**src/rtl/tmr_group_pkg.sv**
```systemverilog
package tmr_group_pkg;

  // control word field positions (software-visible layout)
  localparam int SEL_LSB = 8;
  localparam int ROV_LSB = 24;

  // register offsets inside one timer block
  localparam int RSEL_LSB = 4;
  localparam int TMR_LSB  = 6;

  typedef enum logic [1:0] {
    RS_CUR  = 2'd0,
    RS_BASE = 2'd1,
    RS_VEC  = 2'd2,
    RS_DST  = 2'd3
  } reg_sel_e;

  typedef enum logic [2:0] {
    OP_HOLD,
    OP_DEC,
    OP_RELOAD,
    OP_BORROW,
    OP_CLEAR
  } tmr_op_e;

endpackage

```
**src/rtl/tmr_prescaler.sv**
```systemverilog
module tmr_prescaler #(
  parameter int DIV_LOG2_MIN = 3,
  parameter int SEL_W        = 2
) (
  input  logic             clk,
  input  logic             srst_n,
  input  logic [SEL_W-1:0] sel,
  output logic             tick
);
  localparam int PS_W = DIV_LOG2_MIN + (1 << SEL_W);

  logic [PS_W-1:0] pre_q, pre_d, limit;

  always_comb begin
    limit = (PS_W'(1) << (DIV_LOG2_MIN + int'(sel))) - PS_W'(1);
    tick  = (pre_q >= limit);
    pre_d = tick ? '0 : pre_q + PS_W'(1);
  end

  always_ff @(posedge clk or negedge srst_n) begin
    if (!srst_n) pre_q <= '0;
    else         pre_q <= pre_d;
  end
endmodule

```
**src/rtl/tmr_seq.sv**
```systemverilog
module tmr_seq
  import tmr_group_pkg::*;
#(
  parameter int NUM_TMR = 4,
  parameter int DATA_W  = 32
) (
  input  logic                            tick,
  input  logic [NUM_TMR-2:0]              casc,
  input  logic [NUM_TMR-2:0]              rov,
  input  logic [NUM_TMR-1:0]              inh_bit,
  input  logic [NUM_TMR-1:0][DATA_W-1:0]  cnt,
  output logic [NUM_TMR-1:0]              wide,
  output logic [NUM_TMR-1:0]              inh_eff,
  output logic [NUM_TMR-1:0]              expire,
  output tmr_op_e                         op [NUM_TMR]
);
  logic [NUM_TMR-2:0] pair_on;
  logic [NUM_TMR-1:0] upper;
  logic               prev;
  logic               unused_msb;

  assign unused_msb = cnt[NUM_TMR-1][DATA_W-1];

  always_comb begin
    prev  = 1'b0;
    wide  = '0;
    upper = '0;
    for (int k = 0; k < NUM_TMR-1; k++) begin
      pair_on[k]  = casc[k] & ~prev;
      prev        = pair_on[k];
      wide[k]     = pair_on[k];
      upper[k+1]  = pair_on[k];
    end

    inh_eff = inh_bit;
    for (int k = 0; k < NUM_TMR-1; k++)
      if (pair_on[k]) inh_eff[k] = inh_bit[k+1];

    expire = '0;
    for (int i = 0; i < NUM_TMR; i++) op[i] = OP_HOLD;

    // lone timers
    for (int i = 0; i < NUM_TMR; i++) begin
      if (!wide[i] && !upper[i] && tick && !inh_bit[i]) begin
        if (cnt[i][DATA_W-2:0] <= (DATA_W-1)'(1)) begin
          op[i]     = OP_RELOAD;
          expire[i] = 1'b1;
        end else begin
          op[i] = OP_DEC;
        end
      end
    end

    // joined pairs: k low, k+1 high
    for (int k = 0; k < NUM_TMR-1; k++) begin
      if (pair_on[k] && tick && !inh_bit[k+1]) begin
        if (cnt[k+1][DATA_W-2:0] == '0 && cnt[k] <= DATA_W'(1)) begin
          if (rov[k]) begin
            op[k]       = OP_RELOAD;
            op[k+1]     = OP_RELOAD;
            expire[k+1] = 1'b1;
          end else if (cnt[k] == DATA_W'(1)) begin
            op[k]       = OP_CLEAR;
            op[k+1]     = OP_CLEAR;
            expire[k+1] = 1'b1;
          end
        end else if (cnt[k] == '0) begin
          op[k]   = OP_BORROW;
          op[k+1] = OP_DEC;
        end else begin
          op[k] = OP_DEC;
        end
      end
    end
  end
endmodule

```
**src/rtl/tmr_chan.sv**
```systemverilog
module tmr_chan
  import tmr_group_pkg::*;
#(
  parameter int DATA_W = 32
) (
  input  logic              clk,
  input  logic              srst_n,
  input  tmr_op_e           op,
  input  logic              wide,
  input  logic [DATA_W-1:0] base_val,
  input  logic              expire,
  input  logic              ld_en,
  input  logic [DATA_W-1:0] ld_data,
  input  logic              irq_clr,
  output logic [DATA_W-1:0] cnt_q,
  output logic              tog_q,
  output logic              irq_q
);
  logic [DATA_W-1:0] cnt_d, lo_mask;
  logic              cnt_en, tog_d, irq_d;

  assign lo_mask = wide ? '1 : {1'b0, {(DATA_W-1){1'b1}}};

  always_comb begin
    cnt_d = cnt_q;
    unique case (op)
      OP_DEC:    cnt_d = (cnt_q & lo_mask) - DATA_W'(1);
      OP_RELOAD: cnt_d = base_val & lo_mask;
      OP_BORROW: cnt_d = {{(DATA_W-1){1'b1}}, 1'b0};
      OP_CLEAR:  cnt_d = '0;
      default:   cnt_d = cnt_q;
    endcase
    if (ld_en) cnt_d = ld_data & lo_mask;
    cnt_en = ld_en | (op != OP_HOLD);
    tog_d  = tog_q ^ expire;
    irq_d  = expire ? 1'b1 : (irq_clr ? 1'b0 : irq_q);
  end

  always_ff @(posedge clk or negedge srst_n) begin
    if (!srst_n) begin
      cnt_q <= '0;
      tog_q <= 1'b0;
      irq_q <= 1'b0;
    end else begin
      if (cnt_en) cnt_q <= cnt_d;
      tog_q <= tog_d;
      irq_q <= irq_d;
    end
  end
endmodule

```
**src/rtl/tmr_group.sv**
```systemverilog
module tmr_group
  import tmr_group_pkg::*;
#(
  parameter int NUM_TMR      = 4,
  parameter int DATA_W       = 32,
  parameter int ADDR_W       = 9,
  parameter int DIV_LOG2_MIN = 3,
  parameter int SEL_W        = 2
) (
  input  logic               clk,
  input  logic               rst_n,
  input  logic               wr_en,
  input  logic               rd_en,
  input  logic [ADDR_W-1:0]  addr,
  input  logic [DATA_W-1:0]  wdata,
  output logic [DATA_W-1:0]  rdata,
  output logic [NUM_TMR-1:0] irq_n
);
  localparam int TSEL_W   = $clog2(NUM_TMR);
  localparam int CTRL_BIT = TMR_LSB + TSEL_W;
  localparam int NPAIR    = NUM_TMR - 1;

  logic sync1_q, srst_n;
  always_ff @(posedge clk or negedge rst_n) begin
    if (!rst_n) begin
      sync1_q <= 1'b0;
      srst_n  <= 1'b0;
    end else begin
      sync1_q <= 1'b1;
      srst_n  <= sync1_q;
    end
  end

  // decode
  logic              is_ctrl;
  logic [TSEL_W-1:0] tsel;
  reg_sel_e          rsel;
  logic              unused_addr;
  assign is_ctrl     = addr[CTRL_BIT];
  assign tsel        = addr[TMR_LSB +: TSEL_W];
  assign rsel        = reg_sel_e'(addr[RSEL_LSB +: 2]);
  assign unused_addr = ^addr[RSEL_LSB-1:0];

  // group control
  logic [SEL_W-1:0] sel_q;
  logic [NPAIR-1:0] casc_q, rov_q;
  logic             ctrl_we;
  assign ctrl_we = wr_en & is_ctrl;

  always_ff @(posedge clk or negedge srst_n) begin
    if (!srst_n) begin
      sel_q  <= '0;
      casc_q <= '0;
      rov_q  <= '0;
    end else if (ctrl_we) begin
      sel_q  <= wdata[SEL_LSB +: SEL_W];
      casc_q <= wdata[0 +: NPAIR];
      rov_q  <= wdata[ROV_LSB +: NPAIR];
    end
  end

  logic tick;
  tmr_prescaler #(.DIV_LOG2_MIN(DIV_LOG2_MIN), .SEL_W(SEL_W)) u_pre (
    .clk(clk), .srst_n(srst_n), .sel(sel_q), .tick(tick)
  );

  logic [NUM_TMR-1:0][DATA_W-1:0] cnt_q, base_q, vec_q, dst_q;
  logic [NUM_TMR-1:0] inh_bit, wide, inh_eff, expire, tog_q, irq_q;
  logic [NUM_TMR-1:0] up_inh, wr_base, ld_en, irq_clr;
  tmr_op_e            op [NUM_TMR];

  tmr_seq #(.NUM_TMR(NUM_TMR), .DATA_W(DATA_W)) u_seq (
    .tick(tick), .casc(casc_q), .rov(rov_q), .inh_bit(inh_bit), .cnt(cnt_q),
    .wide(wide), .inh_eff(inh_eff), .expire(expire), .op(op)
  );

  for (genvar i = 0; i < NUM_TMR; i++) begin : g_tmr
    logic hit, wr_cur, wr_vec, wr_dst, rd_cur, base_copy;
    assign hit     = ~is_ctrl & (tsel == TSEL_W'(i));
    assign wr_cur  = wr_en & hit & (rsel == RS_CUR);
    assign wr_base[i] = wr_en & hit & (rsel == RS_BASE);
    assign wr_vec  = wr_en & hit & (rsel == RS_VEC);
    assign wr_dst  = wr_en & hit & (rsel == RS_DST);
    assign rd_cur  = rd_en & hit & (rsel == RS_CUR);
    assign inh_bit[i] = base_q[i][DATA_W-1];

    if (i < NUM_TMR-1) begin : g_up
      assign up_inh[i] = base_q[i+1][DATA_W-1];
    end else begin : g_top
      assign up_inh[i] = 1'b0;
    end

    assign base_copy  = wr_base[i] &
                        (wide[i] ? up_inh[i] : (base_q[i][DATA_W-1] | wdata[DATA_W-1]));
    assign ld_en[i]   = wr_cur | base_copy;
    assign irq_clr[i] = rd_cur | wr_base[i];

    always_ff @(posedge clk or negedge srst_n) begin
      if (!srst_n) begin
        base_q[i] <= {1'b1, {(DATA_W-1){1'b0}}};
        vec_q[i]  <= '0;
        dst_q[i]  <= '0;
      end else begin
        if (wr_base[i]) base_q[i] <= wdata;
        if (wr_vec)     vec_q[i]  <= wdata;
        if (wr_dst)     dst_q[i]  <= wdata;
      end
    end

    tmr_chan #(.DATA_W(DATA_W)) u_chan (
      .clk(clk), .srst_n(srst_n), .op(op[i]), .wide(wide[i]),
      .base_val(base_q[i]), .expire(expire[i]), .ld_en(ld_en[i]),
      .ld_data(wdata), .irq_clr(irq_clr[i]),
      .cnt_q(cnt_q[i]), .tog_q(tog_q[i]), .irq_q(irq_q[i])
    );
  end

  assign irq_n = ~irq_q;

  always_comb begin
    rdata = '0;
    if (is_ctrl) begin
      rdata[0 +: NPAIR]       = casc_q;
      rdata[SEL_LSB +: SEL_W] = sel_q;
      rdata[ROV_LSB +: NPAIR] = rov_q;
    end else begin
      unique case (rsel)
        RS_CUR:  rdata = wide[tsel] ? cnt_q[tsel] : {tog_q[tsel], cnt_q[tsel][DATA_W-2:0]};
        RS_BASE: rdata = base_q[tsel];
        RS_VEC:  rdata = vec_q[tsel];
        default: rdata = dst_q[tsel];
      endcase
    end
  end
endmodule

```
**config.mk**
```make
export PLATFORM = sky130hd
export DESIGN_NAME = tmr_group
export DESIGN_NICKNAME = d
export VERILOG_FILES = /design/src/rtl/tmr_group_pkg.sv /design/src/rtl/tmr_prescaler.sv /design/src/rtl/tmr_seq.sv /design/src/rtl/tmr_chan.sv /design/src/rtl/tmr_group.sv
export SDC_FILE = /design/constraint.sdc
export NUM_CORES = 1
export LEC_CHECK = 0
export BUFFER_PORTS_ARGS = -buffer_cell sky130_fd_sc_hd__clkbuf_2
export CAP_MARGIN = 20
export CORE_ASPECT_RATIO = 0.9
export CORE_MARGIN = 5
export CORE_UTILIZATION = 60
export CTS_CLUSTER_DIAMETER = 100
export DETAILED_ROUTE_END_ITERATION = 6
export MAX_ROUTING_LAYER = met4
export PLACE_DENSITY = 0.88
export SLEW_MARGIN = 5
export SYNTH_ARGS = -nofsm -noshare
export SYNTH_HDL_FRONTEND = slang
export SYNTH_HIERARCHICAL = 1
export SYNTH_SLANG_ARGS = --single-unit
export TNS_END_PERCENT = 10
```
**constraint.sdc**
```tcl
create_clock -name clk -period 29.2 [get_ports clk]
set_input_delay 4.38 -clock clk [delete_from_list [all_inputs] [get_ports clk]]
set_output_delay 4.38 -clock clk [all_outputs]
set_load 0.01 [all_outputs]
```
==> results.py <==
metrics = {
    "clock_network": {
        "root_buffer": "clkbuf_16",
        "tritoncts": "yes",
        "cts_num_sinks": 537,
        "clockBufferDepth": 3,
        "htree_levels": 2,
        "cts-buffers-inserted": 57,
        "clk_latency_ns": 0.63,
        "post_cts_resized": 0,
        "clkTransAtPathRegs_ns": 0.06,
        "ctsHoldBuffers": 0,
        "cts_setup_buffers": 0,
    },
    "timing": {
        "setup_violations": 0,
        "finClkSkew_ns": 0.0266,
        "maxSlewHeadroom_pct": 21.6,
        "hold_viol_final": 0,
        "rsz0062_at_grt": "false",
        "worst_pin_slew_ns": 1.17,
        "slew_violations": 0,
        "min_period_ns": 11.74,
        "timing.fmax_ghz": 0.0851,
        "fin_setup_tns_ns": 0,
        "finalCritPeriodShare_pct": 40.2,
    },
    "worst_setup_path": {
        "startpoint_type": "primary input",
        "worstSetupEndpointType": "output port",
        "path_cells": "clkbuf_8 -> buf_4 -> mux4_2 -> mux2i_1 -> o22ai_1 -> clkbuf_2",
        "slowest_stage": "buf_4",
        "cp_max_fo": 44,
        "path_buf_inv": 3,
        "crit_required_ns": 24.82,
        "critical_path_class": "primary input to output port",
        "cp_top_family": "buffers and inverters",
        "arrival_ns": 7.36,
        "worst_path_largest_cell_delay_ns": 0.79,
    },
    "die": {
        "die_w_um": 249,
        "std_cell_rows": 78,
        "start_util_pct": 61.0,
        "die_h_um": 225,
        "io_pins": 81,
        "core-area_sq_mm": 0.0507,
        "die-area_sq_mm": 0.0561,
    },
    "run_status": {
        "violations": "DRC",
        "status": "finished with violations",
    },
    "finish": {
        "drive_gt1_share_pct": 30.9,
        "fillers": 3643,
        "fin_nets": 2759,
        "syn_to_final_growth_pct": 9.18,
        "final_common_cell": "dfrtp_1",
        "finish.utilization_pct": 66.6,
        "multi_input_area_sq_mm": 0.0164,
        "regArea_sq_mm": 0.0134,
        "layout_common_cells": "dfrtp_1, mux2_2, o21ai_0",
    },
    "power_and_ir_drop": {
        "intPower_w": 0.00167,
        "p_leak_nw": 13.9,
        "power_density_mw_per_mm2": 78.3,
        "p_comb_share_pct": 27.5,
        "switchingPower_w": 0.000964,
        "peakVddDrop_v": 0.0000587,
        "p_seq_share_pct": 44.4,
        "pwr-share-clk_pct": 28.1,
        "p_sw_share_pct": 36.6,
    },
    "global_route": {
        "grt_max_degree": 188,
        "first_global_vias": 25683,
        "antenna_found_initial": 5,
        "grt_usage_pct": 40.0,
        "grt_first_pass_wirelength_um": 166000,
        "overflow": 0,
    },
    "routing": {
        "viasPerCell": 7.51,
        "wl_per_cell_um": 32.3,
        "drtAntennaViolNets": 0,
        "route.detailed.drc": 3,
        "drtIter0Drc": 3948,
        "wl_um": 111000,
        "via_count": 25792,
        "firstDrtPassIters": 7,
    },
    "placement": {
        "numPortBuffers": 76,
        "place.gp.congestion": 1.03,
        "hpwlAfterDp_um": 74200,
    },
    "job": {
        "drv_cap": 0,
    },
    "synth": {
        "netlist_area_sq_mm": 0.0309,
        "synthCells": 2730,
        "yosys_warnings": 6,
        "syn_avg_cell_area_sq_um": 11.3,
    },
    "min_path": {
        "holdCritPathClass": "flop to flop",
    },
}
## metrics by stage
step	instances	total power, W	hold WS (ns)	setup slack, ns	instance area, sq um
after CTS	3427	0.00260	0.353	17.55	33700
after detailed placement	3321	0.00186	0.340	17.57	31800
after global placement	3318	0.00182	0.339	17.61	31700
final	3434	0.00264	0.350	17.46	33700
after floorplan	2732	0.00158	0.331	13.13	30900
after global routing	3433	0.00274	0.357	17.39	33700
## cell type report
| type | instances | share of cell area [%] |
|---|---|---|
| multi-input combinational | 1923 | 48.7 |
| timing repair buffer | 135 | 2.74 |
| sequential | 537 | 39.9 |
| tap | 680 | 2.52 |
| inverter | 48 | 0.534 |
| clock inverter | 23 | 0.646 |
| antenna | 5 | 0.0371 |
| clock buffer | 83 | 4.97 |
## per-layer routing
metal  share of wire [%]  routed length (um)  GRT usage (%)  up-vias
met3                  13               14400           12.7      344
met2                  44               48500           57.3     1858
li1                    -                   -              -    10439
met4                 4.6                5090           16.8        0
met1                  39               43100           53.5    13151
met5                   0                   0              -        -
## state kept, by name, indices dropped and copies added (netlist names)
name	cells
g_tmr.u_chan/cnt_q	128
vec_q	128
sel_q	2
g_tmr.u_chan/tog_q	4
srst_n	1
casc_q	3
rov_q	3
u_pre/pre_q	7
sync1_q	1
base_q	128
g_tmr.u_chan/irq_q	4
dst_q	128
## worst register-to-register path, cell delays in order, from the launching register on
cell and delay (ns):
dfrtp_1 0.43, nand2_1 0.08, ha_1 0.28, nand2_1 0.10, o21ai_1 0.55, or2_1 0.37
nand2_1 0.12, or2_2 0.32, nor3_1 0.32, nand2_1 0.18, nor3_2 0.81, nor2b_2 0.07
buf_4 0.27, nor2_1 0.75, buf_4 0.32, nand2_1 0.22, nor4_1 0.40, a211o_1 0.17
## worst paths after layout
kind	to	from	slack, ns	depth (start not counted)
min in group asynchronous	vec_q[61]$_DFFE_PN0P_	srst_n$_DFF_PN0_	0.47	1
max in group asynchronous	g_tmr[1].u_chan/cnt_q[18]$_DFFE_PN0P_	srst_n$_DFF_PN0_	25.43	4
worst max register to register	g_tmr[0].u_chan/cnt_q[30]$_DFFE_PN0P_	sel_q[0]$_DFFE_PN0P_	23.39	17
worst min-delay path	srst_n$_DFF_PN0_	sync1_q$_DFF_PN0_	0.35	0
worst min register to register	srst_n$_DFF_PN0_	sync1_q$_DFF_PN0_	0.35	0
worst max-delay path	rdata[21]	addr[6]	17.46	6
## power by group through the flow
stage,clock network [W],logic (W),registers (W)
floorplan,0,0.000516,0.00107
global placement,0,0.000674,0.00115
detailed placement,0,0.000700,0.00116
CTS,0.000745,0.000706,0.00115
global route,0.000774,0.000776,0.00119
finish,0.000742,0.000726,0.00117
No activity file was read; power rests on OpenSTA's default activity.
